$ cat src/rtl/i2c_irq_pkg.sv
package i2c_irq_pkg;
  localparam int IRQ_W    = 12;
  localparam int CAUSE_W  = 17;
  localparam int REG_AW   = 5;
  localparam int N_STICKY = 8;

  localparam int B_RXF = 2;
  localparam int B_TXE = 4;

  // sticky flag k sits at raw bit STICKY_BIT[k]; its clear location is A_CLR_BASE + k
  localparam int STICKY_BIT [N_STICKY] = '{0, 1, 3, 6, 8, 9, 10, 11};
  localparam int K_ABRT = 3;
  localparam int K_ACT  = 4;

  localparam logic [IRQ_W-1:0]   MASK_RST    = 12'h8FF;
  localparam logic [CAUSE_W-1:0] CAUSE_VALID = 17'h116BF;

  localparam logic [REG_AW-1:0] A_RAW      = 5'h00;
  localparam logic [REG_AW-1:0] A_MSKD     = 5'h01;
  localparam logic [REG_AW-1:0] A_MASK     = 5'h02;
  localparam logic [REG_AW-1:0] A_RXTHR    = 5'h03;
  localparam logic [REG_AW-1:0] A_TXTHR    = 5'h04;
  localparam logic [REG_AW-1:0] A_CAUSE    = 5'h05;
  localparam logic [REG_AW-1:0] A_CLR_ALL  = 5'h10;
  localparam logic [REG_AW-1:0] A_CLR_BASE = 5'h11;
  localparam logic [REG_AW-1:0] A_CLR_ABRT = 5'h14;
endpackage

$ cat src/rtl/irq_flag_cell.sv
module irq_flag_cell (
  input  logic clk,
  input  logic rst_n,
  input  logic set,
  input  logic clr,
  output logic q
);
  // set has priority so an event coinciding with its clear is kept
  always_ff @(posedge clk) begin
    if (!rst_n)   q <= 1'b0;
    else if (set) q <= 1'b1;
    else if (clr) q <= 1'b0;
  end
endmodule

$ cat src/rtl/irq_thresh_reg.sv
module irq_thresh_reg #(
  parameter int THR_W = 8,
  parameter int LVL_W = 5,
  parameter int DEPTH = 16
) (
  input  logic             clk,
  input  logic             rst_n,
  input  logic             we,
  input  logic [THR_W-1:0] wdata,
  output logic [THR_W-1:0] prog,
  output logic [LVL_W-1:0] eff
);
  always_ff @(posedge clk) begin
    if (!rst_n)  prog <= '0;
    else if (we) prog <= wdata;
  end

  // programmed values beyond the FIFO depth saturate at the depth
  assign eff = (prog >= THR_W'(DEPTH)) ? LVL_W'(DEPTH) : prog[LVL_W-1:0];
endmodule

$ cat src/rtl/irq_cause_reg.sv
module irq_cause_reg #(
  parameter int             W     = 17,
  parameter logic [W-1:0]   VALID = '1
) (
  input  logic         clk,
  input  logic         rst_n,
  input  logic         load,
  input  logic [W-1:0] cause,
  input  logic         clr,
  output logic [W-1:0] q
);
  logic [W-1:0] base;
  assign base = clr ? '0 : q;

  always_ff @(posedge clk) begin
    if (!rst_n)    q <= '0;
    else if (load) q <= base | (cause & VALID);
    else           q <= base;
  end
endmodule

$ cat src/rtl/i2c_irq_unit.sv
module i2c_irq_unit
  import i2c_irq_pkg::*;
#(
  parameter int FIFO_DEPTH = 16,
  parameter int THR_W      = 8,
  parameter int DATA_W     = 32,
  parameter int LVL_W      = $clog2(FIFO_DEPTH + 1)
) (
  input  logic               clk,
  input  logic               rst_n,
  input  logic               ev_gen_call,
  input  logic               ev_start,
  input  logic               ev_stop,
  input  logic               ev_activity,
  input  logic               ev_abort,
  input  logic [CAUSE_W-1:0] abort_cause,
  input  logic               bus_active,
  input  logic [LVL_W-1:0]   tx_level,
  input  logic [LVL_W-1:0]   rx_level,
  input  logic               ev_tx_wr_full,
  input  logic               ev_rx_drop,
  input  logic               ev_rx_rd_empty,
  input  logic               reg_wr,
  input  logic               reg_rd,
  input  logic [REG_AW-1:0]  reg_addr,
  input  logic [IRQ_W-1:0]   reg_wdata,
  output logic [DATA_W-1:0]  reg_rdata,
  output logic               irq,
  output logic               tx_flush
);
  logic [N_STICKY-1:0] flag_q, flag_set, flag_clr;
  logic [IRQ_W-1:0]    raw_stat, mask_q, masked;
  logic [CAUSE_W-1:0]  cause_q;
  logic [THR_W-1:0]    tx_prog, rx_prog;
  logic [LVL_W-1:0]    tx_eff, rx_eff;
  logic                rd_clr_all, rd_clr_abrt;

  assign flag_set = {ev_gen_call, ev_start, ev_stop, ev_activity,
                     ev_abort, ev_tx_wr_full, ev_rx_drop, ev_rx_rd_empty};

  assign rd_clr_all  = reg_rd && (reg_addr == A_CLR_ALL);
  assign rd_clr_abrt = reg_rd && (reg_addr == A_CLR_ABRT);

  for (genvar k = 0; k < N_STICKY; k++) begin : g_flag
    logic hit;
    assign hit = rd_clr_all || (reg_rd && (reg_addr == A_CLR_BASE + REG_AW'(k)));
    if (k == K_ACT) begin : g_guard
      assign flag_clr[k] = hit && !bus_active;
    end else begin : g_plain
      assign flag_clr[k] = hit;
    end
    irq_flag_cell u_cell (
      .clk  (clk),
      .rst_n(rst_n),
      .set  (flag_set[k]),
      .clr  (flag_clr[k]),
      .q    (flag_q[k])
    );
  end

  irq_cause_reg #(.W(CAUSE_W), .VALID(CAUSE_VALID)) u_cause (
    .clk  (clk),
    .rst_n(rst_n),
    .load (ev_abort),
    .cause(abort_cause),
    .clr  (rd_clr_all || rd_clr_abrt),
    .q    (cause_q)
  );

  irq_thresh_reg #(.THR_W(THR_W), .LVL_W(LVL_W), .DEPTH(FIFO_DEPTH)) u_tx_thr (
    .clk  (clk),
    .rst_n(rst_n),
    .we   (reg_wr && (reg_addr == A_TXTHR)),
    .wdata(reg_wdata[THR_W-1:0]),
    .prog (tx_prog),
    .eff  (tx_eff)
  );

  irq_thresh_reg #(.THR_W(THR_W), .LVL_W(LVL_W), .DEPTH(FIFO_DEPTH)) u_rx_thr (
    .clk  (clk),
    .rst_n(rst_n),
    .we   (reg_wr && (reg_addr == A_RXTHR)),
    .wdata(reg_wdata[THR_W-1:0]),
    .prog (rx_prog),
    .eff  (rx_eff)
  );

  always_ff @(posedge clk) begin
    if (!rst_n)                             mask_q <= MASK_RST;
    else if (reg_wr && reg_addr == A_MASK)  mask_q <= reg_wdata;
  end

  always_comb begin
    raw_stat = '0;
    for (int i = 0; i < N_STICKY; i++) raw_stat[STICKY_BIT[i]] = flag_q[i];
    raw_stat[B_TXE] = (tx_level <= tx_eff);
    raw_stat[B_RXF] = (rx_level >= rx_eff);
  end

  assign masked   = raw_stat & mask_q;
  assign irq      = |masked;
  assign tx_flush = flag_q[K_ABRT];

  always_comb begin
    reg_rdata = '0;
    case (reg_addr)
      A_RAW:     reg_rdata = DATA_W'(raw_stat);
      A_MSKD:    reg_rdata = DATA_W'(masked);
      A_MASK:    reg_rdata = DATA_W'(mask_q);
      A_RXTHR:   reg_rdata = DATA_W'(rx_prog);
      A_TXTHR:   reg_rdata = DATA_W'(tx_prog);
      A_CAUSE:   reg_rdata = DATA_W'(cause_q);
      A_CLR_ALL: reg_rdata[0] = |flag_q;
      default: begin
        for (int i = 0; i < N_STICKY; i++)
          if (reg_addr == A_CLR_BASE + REG_AW'(i)) reg_rdata[0] = flag_q[i];
      end
    endcase
  end
endmodule

$ cat config.mk
export PLATFORM = sky130hd
export DESIGN_NAME = i2c_irq_unit
export DESIGN_NICKNAME = d
export VERILOG_FILES = /design/src/rtl/i2c_irq_pkg.sv /design/src/rtl/irq_flag_cell.sv /design/src/rtl/irq_thresh_reg.sv /design/src/rtl/irq_cause_reg.sv /design/src/rtl/i2c_irq_unit.sv
export SDC_FILE = /design/constraint.sdc
export NUM_CORES = 1
export LEC_CHECK = 0
export CAP_MARGIN = 20
export CORE_MARGIN = 3
export CORE_UTILIZATION = 30
export CTS_CLUSTER_DIAMETER = 80
export DETAILED_ROUTE_END_ITERATION = 12
export PLACE_DENSITY_LB_ADDON = 0.12
export SYNTH_ARGS = -nofsm -noshare
export SYNTH_HDL_FRONTEND = slang
export SYNTH_SLANG_ARGS = --single-unit
$ cat constraint.sdc
create_clock -name clk -period 2.43 [get_ports clk]
set_clock_uncertainty 0.05 [all_clocks]
set_input_delay 0.6075 -clock clk [delete_from_list [all_inputs] [get_ports clk]]
set_output_delay 0.6075 -clock clk [all_outputs]
set_load 0.005 [all_outputs]
Word level (Yosys, flattened, before mapping):

Index checks and enable logic that the tools add are counted.

* reduce and logical (&&, ||, !) cells: 33
* order comparisons: 4
* multiplexer cells: 30
* bitwise operators: 2
* eq/ne operators: 14

Operators with widths (number)
* 16-bit one-hot mux with 6 select lines: 1
* 5-bit == test, second input constant: 9
* 17-bit 2-to-1 mux: 2
* 1-bit 2-to-1 mux: 24
* 17-bit bitwise OR: 1
* 8-bit by 5-bit greater-or-equal comparator with 1-bit output, second input constant: 2
* 2-bit nonzero test: 8
* 1-bit logical AND: 13
* 12-bit AND: 1
* 12-bit OR reduction: 1
* 5-bit by 2-bit == test with 1-bit output, second input constant: 2
* 5-bit by 3-bit == test with 1-bit output, second input constant: 2
* 5-bit 2-to-1 mux: 2
* 1-bit logical OR: 8
* 8-bit OR reduction: 1
* 1-bit one-hot mux with 7 select lines: 1
* 5-bit by 1-bit == test with 1-bit output, second input constant: 1
* 5-bit greater-or-equal comparator: 1
* 5-bit <= comparator: 1
* 5-bit logical NOT: 1
* 1-bit logical NOT: 1

* bits in registers: 53
* bits of input ports: 57
* logic and storage cells: 95
* output and inout bits: 34

Depth between registers and ports, before layout:

* word-level depth: 10
* depth in mapped cells: 7
* depth with buffers taken out: 7

Hierarchy:

From an unflattened synthesis, not the netlist that was laid out.

* cells, all modules: 353
* area total of the unflattened synthesis: 3198.1 um2

By module, submodules not included
* i2c_irq_unit: times used 1, sequential area each 240.2 um2, cells an instance 213, area each 1594.0 um2
* irq_thresh_reg: times used 2, sequential area each 160.2 um2, cells an instance 31, area each 339.1 um2
* irq_cause_reg: times used 1, sequential area each 220.2 um2, cells an instance 54, area each 595.6 um2
* irq_flag_cell: times used 8, sequential area each 20.0 um2, cells an instance 3, area each 41.3 um2

Worst setup path after synthesis:

OpenSTA, ideal clock, no wires.

* path kind: register -> output
* start point: reg u_tx_thr.prog[7]
* end point: out irq
* path slack: -0.195 ns
* required time: 1.772 ns
* buffers on the path: 0
* cell stages (with the launch flop): 8
* data arrival time: 1.967 ns
* path through: dfxtp_1 > nor4_1 > nand2_1 > ha_1 > and3_1 > a31oi_1 > o31ai_1 > a221o_1

* longest elaborated chain between the ends: 5

RTL lines
* start: declaration: line irq_thresh_reg.sv:10 `output logic [THR_W-1:0] prog,`
* start signal: assignment: line irq_thresh_reg.sv:15 `else if (we) prog <= wdata;`
* 8-bit by 5-bit greater-or-equal comparator with 1-bit output: line irq_thresh_reg.sv:19 `assign eff = (prog >= THR_W'(DEPTH)) ? LVL_W'(DEPTH) : prog[LVL_W-1:0];`
* 5-bit 2-to-1 mux: line irq_thresh_reg.sv:19
* 5-bit <= comparator: line i2c_irq_unit.sv:96 `raw_stat[B_TXE] = (tx_level <= tx_eff);`
* 12-bit AND: line i2c_irq_unit.sv:100 `assign masked = raw_stat & mask_q;`
* 12-bit OR reduction: line i2c_irq_unit.sv:101 `assign irq = |masked;`
* end: declaration: line i2c_irq_unit.sv:28 `output logic irq,`

No other way between the ends.

Final worst setup path:

* start point: reg u_tx_thr.prog[4]
* end point: out irq

* longest elaborated chain between the ends: 5

RTL lines (line)
* 8-bit by 5-bit greater-or-equal comparator with 1-bit output: irq_thresh_reg.sv:19
* 5-bit 2-to-1 mux (*): irq_thresh_reg.sv:19
* 5-bit <= comparator (*): i2c_irq_unit.sv:96
* 12-bit AND (*): i2c_irq_unit.sv:100
* 12-bit OR reduction (*): i2c_irq_unit.sv:101

Mark *: on every way between the ends. The rest lies on a longest branch, timed or not.

==> impl_metrics.csv <==
group,metric,value,unit
global_routing,grt_pass1_vias,2921,
run,drv_cap,0,
synth,synth_seq_cells,47,
critical_path,cp-end-kind,"primary output",
run_status,violations,"setup timing",
final_layout,nets,549,
synth,synth_area_leaders,"dfxtp_1 (33%), nand2_1 (7.4%), nand3_1 (7.0%)",
floorplanning,die_y,104,um
clocking,cts.sinks,47,
synth,netlist.area_leader.share,32.9,%
synth,syn_avg_cell_area,8.00,um2
clocking,clock_path_buffers,2,
critical_path,cp.required,1.77,ns
placement,place_congestion,0.879,
timing,finalSetupTns,-1.48,ns
floorplanning,rows,34,
drt,initialDrtViolationCount,156,
clocking,cts_tree,"built",
synth,synth_top_cells_by_count,"nand2_1 (56), dfxtp_1 (47), nand3_1 (40)",
drt,routed_wl,9380,um
final_layout,diodes,0,
timing,max_freq,0.326,GHz
pwr,vdd_drop_max,0.212,mV
worst_hold_path,hold_class,"register to register",
floorplanning,io_pins,91,
drt,drc,0,
global_routing,grt_max_degree,48,
timing,setup_viol,4,
synth,synth_top_area_cell,"dfxtp_1",
floorplanning,core-area,0.00898,mm2
drt,postRouteAntennaNets,0,
synth,yosys_warnings,0,
drt,drt_pass1_iterations,4,
synth,synth_edf_count,0,
floorplanning,die_w,104,um
timing,finalHoldViolations,0,
synth,ys_seq_area_share,32.9,%
drt,wl_per_cell,15.4,um
clocking,clock-root-buffer,"clkbuf_8",
critical_path,critical_path_arrival,2.41,ns
clocking,cts_made_buffers,5,
synth,syn_area,0.00286,mm2
timing,rsz0062_at_grt,"true",
final_layout,synthToLayoutAreaGrowth,52.8,%
clocking,clkTransAtPathRegs,0.10,ns
pwr,p_per_area,390,mW/mm2
synth,synth_top_flop_cell,"dfxtp_1",
global_routing,track_usage,17.2,%
clocking,postCtsHoldBufs,0,
timing,layout_setup_ws,-0.638,ns
run_status,outcome,"finished, violations left",
timing,post-route-period-util,126,%
drt,vias,3015,
drt,viasPerCell,4.95,
timing,period_minus_slack,3.07,ns
global_routing,antenna_found_initial,0,
synth,yosysMostFrequentCell,"nand2_1",
critical_path,crit_type,"register to primary output",
floorplanning,die_area,0.0107,mm2
final_layout,drive_above_1_share,30.4,%
floorplanning,initial_core_util,31.8,%
pwr,power,1700,uW
global_routing,grt_pass1_wl,15200,um
synth,syn_inst,357,
placement,hpwlAfterDp,6960,um
clocking,htree_levels,2,
synth,synth_cell_types,45,
critical_path,critPathLaunchType,"register",
placement,io_buffers,66,
critical_path,cp_max_fo,4,
synth,synth-async-reset-ratio,0,%
global_routing,grt_remaining_overflow,0,
timing,maxSlewViolCount,0,
pwr,leakagePower,0.00189,uW
clocking,clk_latency,0.31,ns
## stage by stage
stage          utilization [%]  std cells  cell area [um2]  hold slack [ns]  setup slack (ns)
6_report                  48.6        609             4370            0.445            -0.638
5_1_grt                   48.6        609             4370            0.469            -0.751
4_1_cts                   47.7        606             4290            0.447            -0.629
3_5_place_dp              44.3        585             3980            0.424            -0.898
3_3_place_gp              44.3        585             3980            0.424            -0.921
2_1_floorplan                -        374             2950            0.391            0.0148
## cell usage in the layout, fill, tap and decap left out, drive strengths merged, types with 8 or more instances in the layout
master / synthesis / routed
ha: 10 / 10
conb: 1 / 18
nand2: 56 / 56
clkdlybuf4s50: 0 / 46
a21oi: 8 / 8
buf: 33 / 94
nor2b: 15 / 15
nand3: 40 / 40
dfxtp: 47 / 47
and2: 9 / 9
a21boi: 19 / 19
a22oi: 24 / 24
## cell families after synthesis
| kind of cell | after synthesis | share of synthesized area (%) |
|---|---|---|
| multiplexers | 2 | 0.701 |
| other | 1 | 0.131 |
| flip-flops | 47 | 32.9 |
| XOR/XNOR | 3 | 0.920 |
| AO/OA/AOI/OAI | 92 | 23.6 |
| adder cells (fa/ha/maj) | 10 | 4.38 |
| buffers and inverters | 49 | 9.72 |
| AND/OR/NAND/NOR | 153 | 27.6 |
## flip-flops by register name, summed over array words and instances, names as in the netlist
signal / flops
mask_q: 12
u_cause.q: 11
g_flag.u_cell.q: 8
u_rx_thr.prog: 8
u_tx_thr.prog: 8
## worst max-delay path, stage by stage (launching register included)
cell     delay (ns)
dfxtp_1        0.35
nor4_4         0.37
nand2_1        0.13
ha_1           0.33
and3_4         0.19
a31oi_4        0.13
o31ai_2        0.10
a221o_1        0.36
buf_2          0.13
## final timing paths
kind / to / startpoint / cells past startpoint / slack [ns]
max: irq / u_tx_thr.prog[4] / 8 / -0.64
min: mask_q[7] / mask_q[7] / 2 / 0.44
max reg2reg: g_flag[2].u_cell.q / g_flag[2].u_cell.q / 2 / 1.56
min reg2reg: mask_q[7] / mask_q[7] / 2 / 0.44
## area by class of cell
type | instances | area (um2)
fill | 880 | 4610
clock inverter | 3 | 22.5
tap | 126 | 158
clock buffer | 5 | 68.8
timing repair buffer | 144 | 1210
sequential | 47 | 947
inverter | 6 | 22.5
multi-input combinational | 278 | 1930
## timing repair
action                     CTS  global route
buffers inserted            13             3
pin swaps                   27            22
setup endpoints to repair   15            11
gates resized for setup    116            25
hold endpoints to repair     0             0
## report_power, final
part           total (uW)  internal [uW]  switching [uW]
clock network         513            207             306
logic                 367            209             157
registers             825            796            28.2
total                1700           1210             491
## per-layer routing
metal  GRT usage [%]  up-vias  routed length [um]
li1                -     1496                   -
met1            25.3     1412                4560
met2            26.1       98                4200
met3            2.67        9                 509
met4            4.27        0                 111
met5               0        -                   0
Power figures use the tool's default switching activity.
